$ cat config.mk
export PLATFORM = sky130hd
export DESIGN_NAME = chest_sd_update
export DESIGN_NICKNAME = d
export VERILOG_FILES = /design/src/rtl/chest_pkg.sv /design/src/rtl/chest_lane.sv /design/src/rtl/chest_seq.sv /design/src/rtl/chest_sd_update.sv
export SDC_FILE = /design/constraint.sdc
export NUM_CORES = 2
export LEC_CHECK = 0
export BUFFER_PORTS_ARGS = -buffer_cell sky130_fd_sc_hd__buf_2
export CORE_MARGIN = 1
export CORE_UTILIZATION = 46
export CTS_CLUSTER_DIAMETER = 120
export DETAILED_ROUTE_END_ITERATION = 12
export SLEW_MARGIN = 20
export SYNTH_ARGS = -nofsm -noshare
export SYNTH_HDL_FRONTEND = slang
export SYNTH_SLANG_ARGS = --single-unit
$ cat constraint.sdc
create_clock -name clk -period 8.4 [get_ports clk]
set_input_delay 0.42 -clock clk [delete_from_list [all_inputs] [get_ports clk]]
set_output_delay 0.42 -clock clk [all_outputs]
set_load 0.005 [all_outputs]
$ cat src/rtl/chest_pkg.sv
package chest_pkg;
    typedef enum logic [1:0] {
        ST_IDLE   = 2'd0,
        ST_MAC    = 2'd1,
        ST_ROW    = 2'd2,
        ST_COMMIT = 2'd3
    } upd_state_t;
endpackage

$ cat src/rtl/chest_lane.sv
// One column lane: multiply-accumulate over the autocorrelation row,
// then form the shifted, saturated estimate update.
module chest_lane #(
    parameter int EW = 8,
    parameter int CW = 8,
    parameter int AW = 16,
    parameter int SW = 4
) (
    input  logic                 clk,
    input  logic                 rst_n,
    input  logic                 mac_en,
    input  logic                 first,
    input  logic signed [CW-1:0] coef,
    input  logic signed [EW-1:0] est_j,
    input  logic signed [CW-1:0] xc,
    input  logic signed [EW-1:0] est_i,
    input  logic [SW-1:0]        shamt,
    output logic signed [EW-1:0] new_est
);
    localparam int PW = CW + EW;
    localparam logic signed [AW-1:0] AMAX = {1'b0, {(AW-1){1'b1}}};
    localparam logic signed [AW-1:0] AMIN = {1'b1, {(AW-1){1'b0}}};
    localparam logic signed [EW-1:0] EMAX = {1'b0, {(EW-1){1'b1}}};
    localparam logic signed [EW-1:0] EMIN = {1'b1, {(EW-1){1'b0}}};

    function automatic logic signed [AW-1:0] sat_acc(input logic signed [AW:0] v);
        if (v[AW] != v[AW-1]) return v[AW] ? AMIN : AMAX;
        return v[AW-1:0];
    endfunction

    function automatic logic signed [EW-1:0] sat_est(input logic signed [AW:0] v);
        logic [AW-EW+1:0] hi;
        hi = v[AW:EW-1];
        if ((&hi) || !(|hi)) return v[EW-1:0];
        return v[AW] ? EMIN : EMAX;
    endfunction

    logic signed [PW-1:0] prod;
    logic signed [AW-1:0] prod_x, acc_q, acc_d, err, step;
    logic signed [AW:0]   sum_w, diff_w, upd_w;

    assign prod   = coef * est_j;
    assign prod_x = AW'(prod);
    assign sum_w  = (AW+1)'(acc_q) + (AW+1)'(prod_x);
    assign acc_d  = first ? prod_x : sat_acc(sum_w);
    assign diff_w = (AW+1)'(xc) - (AW+1)'(acc_q);
    assign err    = sat_acc(diff_w);
    assign step   = err >>> shamt;
    assign upd_w  = (AW+1)'(est_i) + (AW+1)'(step);
    assign new_est = sat_est(upd_w);

    always_ff @(posedge clk or negedge rst_n) begin
        if (!rst_n)      acc_q <= '0;
        else if (mac_en) acc_q <= acc_d;
    end

    // a sum pinned at a rail stays there while same-signed products arrive
    a_r4_acc_hold_high: assert property (@(posedge clk) disable iff (!rst_n)
        (mac_en && !first && acc_q == AMAX && !prod_x[AW-1]) |=> acc_q == AMAX);
    a_r4_acc_hold_low: assert property (@(posedge clk) disable iff (!rst_n)
        (mac_en && !first && acc_q == AMIN && prod_x[AW-1]) |=> acc_q == AMIN);
endmodule

$ cat src/rtl/chest_seq.sv
// Sequencer: walks row i and coefficient j over the K*K products.
module chest_seq
    import chest_pkg::*;
#(
    parameter int K  = 4,
    parameter int IW = (K > 1) ? $clog2(K) : 1
) (
    input  logic          clk,
    input  logic          rst_n,
    input  logic          start,
    output logic [IW-1:0] row,
    output logic [IW-1:0] col,
    output logic          first,
    output logic          mac_en,
    output logic          row_en,
    output logic          commit_en,
    output logic          busy,
    output logic          done
);
    localparam logic [IW-1:0] LAST = IW'(K - 1);

    upd_state_t state_q, state_d;
    logic [IW-1:0] ri_q, cj_q;
    logic done_q;

    always_comb begin
        state_d = state_q;
        unique case (state_q)
            ST_IDLE:   if (start) state_d = ST_MAC;
            ST_MAC:    if (cj_q == LAST) state_d = ST_ROW;
            ST_ROW:    state_d = (ri_q == LAST) ? ST_COMMIT : ST_MAC;
            ST_COMMIT: state_d = ST_IDLE;
            default:   state_d = ST_IDLE;
        endcase
    end

    always_ff @(posedge clk or negedge rst_n) begin
        if (!rst_n) begin
            state_q <= ST_IDLE;
            ri_q    <= '0;
            cj_q    <= '0;
            done_q  <= 1'b0;
        end else begin
            state_q <= state_d;
            done_q  <= (state_q == ST_COMMIT);
            unique case (state_q)
                ST_IDLE: if (start) begin
                    ri_q <= '0;
                    cj_q <= '0;
                end
                ST_MAC:  cj_q <= (cj_q == LAST) ? '0 : cj_q + 1'b1;
                ST_ROW:  if (ri_q != LAST) ri_q <= ri_q + 1'b1;
                default: ;
            endcase
        end
    end

    always_comb begin
        row       = ri_q;
        col       = cj_q;
        first     = (cj_q == '0);
        mac_en    = (state_q == ST_MAC);
        row_en    = (state_q == ST_ROW);
        commit_en = (state_q == ST_COMMIT);
        busy      = (state_q != ST_IDLE);
        done      = done_q;
    end

    // done lasts one cycle and follows the commit with busy low
    a_r3_done_single: assert property (@(posedge clk) disable iff (!rst_n)
        done |=> !done);
    a_r3_done_after_commit: assert property (@(posedge clk) disable iff (!rst_n)
        commit_en |=> (done && !busy));
    // an update in flight is never cut short
    a_r7_busy_holds: assert property (@(posedge clk) disable iff (!rst_n)
        (busy && !commit_en) |=> busy);
endmodule

$ cat src/rtl/chest_sd_update.sv
module chest_sd_update
    import chest_pkg::*;
#(
    parameter int K  = 4,
    parameter int N  = 4,
    parameter int EW = 8,
    parameter int CW = 8,
    parameter int AW = 16,
    parameter int SW = 4,
    parameter int IW = (K > 1) ? $clog2(K) : 1,
    parameter int NW = (N > 1) ? $clog2(N) : 1
) (
    input  logic            clk,
    input  logic            rst_n,
    input  logic            start,
    input  logic [SW-1:0]   shift_amt,
    output logic [IW-1:0]   rbb_row,
    output logic [IW-1:0]   rbb_col,
    input  logic [CW-1:0]   rbb_data,
    output logic [IW-1:0]   rbr_row,
    input  logic [N*CW-1:0] rbr_data,
    input  logic            wr_en,
    input  logic [IW-1:0]   wr_row,
    input  logic [NW-1:0]   wr_col,
    input  logic [EW-1:0]   wr_data,
    input  logic [IW-1:0]   rd_row,
    input  logic [NW-1:0]   rd_col,
    output logic [EW-1:0]   rd_data,
    output logic            busy,
    output logic            done
);
    logic [IW-1:0] row, col;
    logic first, mac_en, row_en, commit_en;

    logic signed [EW-1:0] est_q  [K][N];
    logic signed [EW-1:0] shad_q [K][N];
    logic signed [EW-1:0] lane_new [N];
    logic [K*N*EW-1:0] est_flat;

    chest_seq #(.K(K), .IW(IW)) u_seq (
        .clk(clk), .rst_n(rst_n), .start(start),
        .row(row), .col(col), .first(first),
        .mac_en(mac_en), .row_en(row_en), .commit_en(commit_en),
        .busy(busy), .done(done)
    );

    for (genvar n = 0; n < N; n++) begin : g_lane
        chest_lane #(.EW(EW), .CW(CW), .AW(AW), .SW(SW)) u_lane (
            .clk(clk), .rst_n(rst_n), .mac_en(mac_en), .first(first),
            .coef(rbb_data),
            .est_j(est_q[col][n]),
            .xc(rbr_data[n*CW +: CW]),
            .est_i(est_q[row][n]),
            .shamt(shift_amt),
            .new_est(lane_new[n])
        );
    end

    for (genvar i = 0; i < K; i++) begin : g_flat_r
        for (genvar n = 0; n < N; n++) begin : g_flat_c
            assign est_flat[(i*N+n)*EW +: EW] = est_q[i][n];
        end
    end

    always_ff @(posedge clk or negedge rst_n) begin
        if (!rst_n) begin
            for (int i = 0; i < K; i++)
                for (int n = 0; n < N; n++) begin
                    est_q[i][n]  <= '0;
                    shad_q[i][n] <= '0;
                end
        end else begin
            if (row_en)
                for (int n = 0; n < N; n++) shad_q[row][n] <= lane_new[n];
            if (commit_en)
                est_q <= shad_q;
            else if (wr_en && !busy)
                est_q[wr_row][wr_col] <= wr_data;
        end
    end

    assign rbb_row = row;
    assign rbb_col = col;
    assign rbr_row = row;
    assign rd_data = est_q[rd_row][rd_col];

    // the visible matrix only changes at commit while busy
    a_r6_frozen_busy: assert property (@(posedge clk) disable iff (!rst_n)
        (busy && !commit_en) |=> $stable(est_flat));
    // an idle write lands at its address
    a_r2_write_lands: assert property (@(posedge clk) disable iff (!rst_n)
        (wr_en && !busy) |=> est_q[$past(wr_row)][$past(wr_col)] == $past(wr_data));
endmodule

==> flow_summary.ini <==
[floorplanning]
top_level_ports = 80
start_util_pct = 46.8
core_area_sq_um = 84200
die_width_um = 295
rows = 106
die_area_sq_um = 86800
die_h_um = 295

[yosys]
synthFlopType = dfrtp_1
synth.avg_cell_area_sq_um = 8.65
synth_seq_cells = 327
ys_types = 102
synth_area_sq_um = 39400
synth_nets = 5183
syn_inst = 4557
synth_edf_count = 0
yosysWarnings = 0
async_reset_ff_share_pct = 100
ys_seq_area_share_pct = 20.8

[cts]
clk-insertion-delay-late_ns = 0.62
cts_sinks = 327
cts-htree-levels = 2
root_buffer = clkbuf_16
cts_made_buffers = 42
cts_tree = yes
post-cts-setup-buffers = 0
path_clk_slew_ns = 0.06
cts_buffer_depth = 3

[layout]
syn2layout_area_growth_pct = 7.86
mostFrequentLayoutCells = inv_1, nand2_1, o21ai_0, ha_1, dfrtp_1
num-nets-final = 5161
final_common_cell = inv_1
drive_gt1_share_pct = 8.76

[min_path]
hold_depth = 3
hold_class = input port to flop

[run]
cap_viol_max_count = 0

[timing]
hold_viol = 0
clock_skew_ns = 0.0409
tns_ns = 0
tightestPinTransition_ns = 1.15
maxSlewViolCount = 0
rsz0062_at_grt = no
final.period_utilization_pct = 94.7
fmax_mhz = 126
setup_violations = 0
min_period_ns = 7.95
timing.slew.headroom_pct = 23.1

[drt]
dr.first_iter.drc_count = 2961
drc = 0
dr.pass1.iters = 6
final_antenna_net_count = 0
wl_um = 127000
wl_per_cell_um = 22.3
vias_per_cell = 6.01
vias = 34255

[critical_path]
path_class = flop to flop
start_kind = flop
arrival_ns = 8.42
crit_fanout = 15
endpoint_kind = flop
reg2reg_depth = 26
required_ns = 8.87

[global_route]
use_met1_pct = 41.4
grt-busiest-layer = met2
grt_max_degree = 132
overflow = 0
first_global_vias = 32491
grt_use_total_pct = 29.3
grt_util_met3_pct = 4.83
antenna_found_initial = 7
grt_pass1_wl_um = 195000
grtUsageMet2_pct = 45.9

[place]
hpwl_um = 95600
gp_congestion = 0.925
port_buffers = 79

[status]
status = finished clean
[state kept, by name, summed over array words and instances, names as in the netlist]
signal / cells
u_seq.row: 2
shad_q: 128
u_seq.col: 2
u_seq.done: 1
est_flat: 128
u_seq.state_q: 2
g_lane.u_lane.acc_q: 64
[logic make-up after synthesis]
logic type | after synthesis | share of synthesized area, %
XOR/XNOR | 203 | 4.51
buffers and inverters | 697 | 6.69
AND/OR/NAND/NOR | 1258 | 15.1
adder cells (fa/ha/maj) | 562 | 22.3
AO/OA/AOI/OAI | 1231 | 20.2
flip-flops | 327 | 20.8
multiplexers | 279 | 10.5
[per-layer routing]
layer | vias up | part of all wire, % | wire (um)
met2 | 1208 | 45 | 56700
li1 | 16017 | - | -
met4 | 6 | 2.8 | 3550
met1 | 16842 | 45 | 57300
met3 | 182 | 7.6 | 9730
met5 | - | 0.027 | 35
[final timing paths]
| kind | startpoint | endpoint | slack [ns] |
|---|---|---|---|
| worst max-delay path | u_seq.col[1]$_DFFE_PN0P_ | g_lane[0].u_lane.acc_q[6]$_DFFE_PN0P_ | 0.45 |
| worst min-delay path | start | u_seq.state_q[0]$_DFFE_PN0P_ | 0.15 |
| worst max register to register | u_seq.col[1]$_DFFE_PN0P_ | g_lane[0].u_lane.acc_q[6]$_DFFE_PN0P_ | 0.45 |
| worst min register to register | shad_q[26]$_DFFE_PN0P_ | est_flat[98]$_DFFE_PN0P_ | 0.47 |
| max in group asynchronous | rst_n | shad_q[95]$_DFFE_PN0P_ | 5.87 |
| min in group asynchronous | rst_n | g_lane[2].u_lane.acc_q[11]$_DFFE_PN0P_ | 0.41 |
[layout make-up]
cell class / count / area, sq um
fillers: 8081 / 41700
multi-input cells: 3533 / 28600
flip-flops and latches: 327 / 8190
inverters: 483 / 1810
well taps: 1134 / 1420
clock buffers: 59 / 1240
repair buffers: 148 / 951
clock inverters: 18 / 274
diodes: 2 / 5.00
[Yosys cell counts, drive strengths merged (43+ instances only)]
cell type,n,area share (%)
inv,480,4.6
nand2,465,4.4
o21ai,350,4.5
ha,330,10
dfrtp,327,21
a21oi,297,3.8
nor2,282,2.7
fa,232,12
and2,196,3.1
clkbuf,186,1.8
mux2i,157,4.0
xnor2,144,3.2
mux4,105,6.0
a21o,78,1.5
nor3,59,0.77
xor2,59,1.3
a211oi,54,1.0
o31ai,50,1.0
o22ai,49,0.78
nand3,43,0.55
[worst max-delay path: stages, from the launching register on]
cell and delay (ns):
dfrtp_1 0.86, buf_4 0.30, mux4_2 0.42, and2_1 0.25, fa_1 0.52, inv_1 0.06
fa_1 0.52, inv_1 0.06, fa_1 0.53, inv_1 0.05, fa_1 0.47, inv_1 0.04
ha_1 0.31, nor2b_1 0.15, o21a_1 0.19, o41ai_1 0.47, o21a_1 0.26, o21ai_0 0.12
xnor2_1 0.23, ha_1 0.28, or3_1 0.30, a221oi_1 0.33, o21ai_0 0.19, mux2i_1 0.16
nand2b_1 0.41, o211ai_1 0.26, a21oi_1 0.09
[metrics by stage]
| step | cell area (sq um) | setup slack, ns | cells | hold WS, ns | util, % |
|---|---|---|---|---|---|
| detailed placement | 41000 | 0.474 | 5624 | 0.465 | 48.6 |
| finish | 42500 | 0.447 | 5704 | 0.146 | 50.5 |
| global route | 42500 | 0.00218 | 5704 | 0.195 | 50.5 |
| floorplan | 39400 | 0.561 | 4557 | 0.124 | - |
| CTS | 42500 | 0.525 | 5702 | 0.113 | 50.4 |
| global placement | 41000 | 0.542 | 5624 | 0.456 | 48.6 |
[what timing repair did]
| item | 4_1_cts | 5_1_grt |
|---|---|---|
| resized for setup | 0 | 7 |
| setup endpoints to repair | 0 | 51 |
| hold buffers | 1 | 0 |
| endpoints found under the hold margin | 67 | 0 |
Power is left out: the tool's default activity adds up to more than one toggle a clock period on the data nets, which glitch-free logic cannot reach.
